[src/rtl/exc_vector_unit.sv]
module exc_vector_unit #(
  parameter logic [15:0] VEC_HI = 16'hFFFF
) (
  input  logic        clk,
  input  logic        rst_n,
  input  logic        nmi_req,
  input  logic        int_req,
  input  logic [3:0]  int_level,
  input  logic        int_aborts,
  input  logic        exc_addr_trap,
  input  logic        exc_illegal_op,
  input  logic        exc_div_zero,
  input  logic        fp_invalid,
  input  logic        fp_zdiv,
  input  logic        fp_ovf,
  input  logic        fp_unf,
  input  logic        fp_prec,
  input  logic        fp_resop,
  input  logic        trap_req,
  input  logic [4:0]  trap_param,
  input  logic        reti,
  output logic        vec_valid,
  output logic [31:0] vec_addr,
  output logic [31:0] ecr,
  output logic        save_next_pc,
  output logic        save_pc_en,
  output logic        in_handler
);
  localparam logic [15:0] BOOT_CODE = 16'hFFF0;
  localparam logic [15:0] NMI_CODE  = 16'hFFD0;
  localparam logic [15:0] NEST_VEC  = 16'hFFD0;

  logic        boot_pend;
  logic [15:0] sync_code;
  logic [11:0] sync_vec;

  wire unused_fp = fp_unf | fp_prec;
  wire fp_any    = fp_invalid | fp_zdiv | fp_ovf | fp_resop;
  wire hard_any  = exc_addr_trap | exc_illegal_op | exc_div_zero | fp_any;
  wire sync_any  = hard_any | trap_req;
  wire irq_any   = nmi_req | int_req;
  wire [15:0] irq_code = nmi_req ? NMI_CODE : {8'hFE, int_level, 4'h0};

  always_comb begin
    sync_code = 16'h0000;
    sync_vec  = 12'h000;
    if (exc_addr_trap) begin
      sync_code = 16'hFFC0; sync_vec = 12'hFFC;
    end else if (exc_illegal_op) begin
      sync_code = 16'hFF90; sync_vec = 12'hFF9;
    end else if (exc_div_zero) begin
      sync_code = 16'hFF80; sync_vec = 12'hFF8;
    end else if (fp_any) begin
      sync_vec = 12'hFF6;
      if (fp_invalid)   sync_code = 16'hFF70;
      else if (fp_zdiv) sync_code = 16'hFF68;
      else if (fp_ovf)  sync_code = 16'hFF64;
      else              sync_code = 16'hFF60;
    end else if (trap_req) begin
      sync_code = {8'hFF, 3'b101, trap_param};
      sync_vec  = {8'hFF, 3'b101, trap_param[4]};
    end
  end

  always_ff @(posedge clk or negedge rst_n) begin
    if (!rst_n) begin
      boot_pend    <= 1'b1;
      vec_valid    <= 1'b0;
      vec_addr     <= 32'h0;
      ecr          <= {16'h0000, BOOT_CODE};
      save_next_pc <= 1'b0;
      save_pc_en   <= 1'b0;
      in_handler   <= 1'b0;
    end else if (boot_pend) begin
      boot_pend    <= 1'b0;
      vec_valid    <= 1'b1;
      vec_addr     <= {VEC_HI, BOOT_CODE};
      ecr          <= {16'h0000, BOOT_CODE};
      save_next_pc <= 1'b0;
      save_pc_en   <= 1'b0;
      in_handler   <= 1'b0;
    end else if (irq_any) begin
      vec_valid    <= 1'b1;
      vec_addr     <= {VEC_HI, irq_code[15:4], 4'h0};
      ecr          <= {16'h0000, irq_code};
      save_next_pc <= ~int_aborts;
      save_pc_en   <= 1'b1;
      in_handler   <= in_handler & ~reti;
    end else if (sync_any) begin
      vec_valid    <= 1'b1;
      save_pc_en   <= 1'b1;
      in_handler   <= 1'b1;
      if (in_handler) begin
        vec_addr     <= {VEC_HI, NEST_VEC};
        ecr          <= {sync_code, ecr[15:0]};
        save_next_pc <= 1'b0;
      end else begin
        vec_addr     <= {VEC_HI, sync_vec, 4'h0};
        ecr          <= {16'h0000, sync_code};
        save_next_pc <= ~hard_any;
      end
    end else begin
      vec_valid  <= 1'b0;
      in_handler <= in_handler & ~reti;
    end
  end
endmodule


[config.mk]
export PLATFORM = sky130hd
export DESIGN_NAME = exc_vector_unit
export DESIGN_NICKNAME = d
export VERILOG_FILES = /design/src/rtl/exc_vector_unit.sv
export SDC_FILE = /design/constraint.sdc
export NUM_CORES = 1
export LEC_CHECK = 0
export ABC_AREA = 1
export BUFFER_PORTS_ARGS = -buffer_cell sky130_fd_sc_hd__buf_2
export CAP_MARGIN = 0
export CORE_MARGIN = 5
export CORE_UTILIZATION = 35
export DETAILED_ROUTE_END_ITERATION = 12
export GPL_ROUTABILITY_DRIVEN = 0
export PLACE_DENSITY = 0.74
export SETUP_SLACK_MARGIN = 0.02
export SLEW_MARGIN = 40
export SYNTH_ARGS = -nofsm -noshare
export SYNTH_HDL_FRONTEND = slang
export SYNTH_SLANG_ARGS = --single-unit
[constraint.sdc]
create_clock -name clk -period 2.1 [get_ports clk]
set_clock_uncertainty 0.15 [all_clocks]
set_input_delay 0.21 -clock clk [delete_from_list [all_inputs] [get_ports clk]]
set_output_delay 0.21 -clock clk [all_outputs]
set_load 0.1 [all_outputs]
==> out/results.ini <==
[clocking]
clk-insertion-delay-late_ps = 270
cts-buffers-inserted = 5
htreeDepth = 2
cts_buffer_depth = 2
clock_sinks = 31
path_clk_slew_ps = 60
cts_root_buf = clkbuf_8
cts_tree = built

[yosys]
synth-edff-count = 0
synthDistinctLibCells = 26
avgSynthCellArea_sq_um = 8.42
yosys_warnings = 0
async_flop_share_pct = 100
synthTopCellsByArea = dfrtp_1 (35%), buf_4 (17%), nand2_1 (12%)
yosysSeqAreaShare_pct = 46.1
synthesis.area_sq_um = 1700
synth_cells = 202
synth_flop_cell = dfrtp_1
yosysTopAreaCell = dfrtp_1
synth_seq_cells = 31
synth_top_area_share_pct = 35.3

[cells_and_area]
design_area_sq_um = 2020
layout-drive-gt1-share_pct = 41.8
layout_commonest_cell = buf_2
final_cell_mix = buf_2 (86), nand2_1 (53), dfrtp_1 (24)
fin_nets = 287
final_cell_count_no_fill = 330
antennaDiodeCount = 0
fillCellCount = 498
syn2layout_area_growth_pct = 18.9

[die]
ios = 93
placementRows = 25
start_util_pct = 36.0
dieArea_sq_um = 6360
core_area_sq_um = 4720
die_w_um = 79.7
fp.dieH_um = 79.7

[job]
cap_viol_max_count = 0

[timing]
finalSetupTns_ps = 0
slew_headroom_pct = 52.1
tightest_slew_ps = 719
finalSetupViolCount = 0
rsz0062_at_grt = no
drv_slew = 0
fin_crit_ps = 1670
finalHoldViolCount = 0
fin_crit_sh_pct = 79.3
clock.fmax_mhz = 600

[placement]
dp_cells = 320
dp_hpwl_um = 3150
io_buffer_count = 86
dpl-instance-area_sq_um = 1920

[pwr]
leakage_nw = 1.04
ir_worst_vdd_uv = 234
p_per_area_nw_per_um2 = 660

[routing]
drt_iter0_drc = 51
wirelength_um = 3970
via_count = 1443
viasPerCell = 4.37
drcViolationCount = 0
dr.pass1.iters = 4
antenna_left = 0
routedWlPerCell_um = 12.0

[grt]
grt_max_degree = 32
grt_pass1_vias = 1402
antenna_found_initial = 0
grt-ovfl-total = 0
grt_pass1_wl_um = 6270
track_usage_pct = 12.8

[worst_setup_path]
critPathCaptureType = flop
cp-start-kind = flop
worstPathMaxFanout = 6
crit_type = flop to flop
worstPathRequired_ps = 2140
crit_arrival_ps = 1710

[min_path]
hold_path_class = input port to flop

[status]
status = completed

[flip-flops by register name, indices dropped and copies added (netlist names)]
name	cells
boot_pend	1
ecr	19
in_handler	1
save_next_pc	1
save_pc_en	1
vec_addr	7
vec_valid	1
[metal layers]
layer / vias to the layer above / GRT usage [%] / wire length [um]
met4: 0 / 4.12 / 47
met3: 5 / 4.40 / 394
met2: 65 / 22.4 / 1880
li1: 713 / - / -
met5: - / 0 / 0
met1: 660 / 14.6 / 1640
[worst max-delay path, stage by stage, from the launching register on]
cell and delay [ps]:
dfstp_2 370, inv_1 150, nand2_1 140, nor2_4 140, nand2_1 90, nor2_1 240, inv_1 130, o21ai_0 170
[final timing paths]
check	from	end	slack (ps)	cells after the start
setup / recovery	boot_pend	ecr[18]	430	7
max in group asynchronous	rst_n	ecr[20]	970	2
hold / removal	int_level[0]	ecr[4]	60	3
min in group asynchronous	rst_n	ecr[21]	380	2
hold reg to reg	ecr[7]	ecr[7]	310	2
setup reg to reg	boot_pend	ecr[18]	430	7
[area by class of cell]
| class | instances | area (sq um) | share of cell area (%) |
|---|---|---|---|
| flip-flops and latches | 31 | 785 | 38.8 |
| multi-input cells | 116 | 539 | 26.7 |
| repair buffers | 89 | 458 | 22.6 |
| well taps | 67 | 83.8 | 4.14 |
| clock buffers | 7 | 76.3 | 3.77 |
| inverters | 19 | 76.3 | 3.77 |
| clock inverters | 1 | 5.00 | 0.247 |
[stage by stage]
step | hold WS (ps) | total power, mW | utilization (%) | setup WS [ps]
final | 57.8 | 1.34 | 42.8 | 434
after global routing | 76.9 | 1.40 | 42.8 | 236
after CTS | 50.9 | 1.35 | 42.8 | 405
after detailed placement | 156 | 0.907 | 40.7 | 449
after global placement | 145 | 0.904 | 40.7 | 512
after floorplan | -236 | 0.848 | - | 173
[synthesized netlist by cell type, types with 2 or more instances]
cell type / number
nand2_1: 53
or2_1: 3
nand2_2: 2
nand3_1: 12
nor2_2: 2
o21ai_0: 9
o31ai_1: 2
inv_1: 17
dfstp_2: 7
dfrtp_1: 24
nor2_4: 2
a21oi_1: 7
nand4_1: 2
nor2_1: 11
buf_4: 38
[kinds of logic (layout without fill, tap and decap cells)]
logic type,Yosys count,in the layout,share of synthesized area (%)
AOI/OAI and AO/OA,21,21,6.99
buffers and inverters,59,116,23.1
DFF,31,31,46.1
other,1,5,0.220
and+or+nand+nor,90,90,23.6
[where the power goes]
group	total [mW]	internal (mW)	switching, mW
clock	0.438	0.232	0.206
sequential	0.628	0.618	0.00968
combinational	0.270	0.0455	0.225
total	1.34	0.896	0.440
[what timing repair did]
item,CTS,global route
hold buffers,2,0
buffers inserted,0,0
endpoints found under the hold margin,25,0
resized for setup,0,0
(Power assumes the default switching activity.)
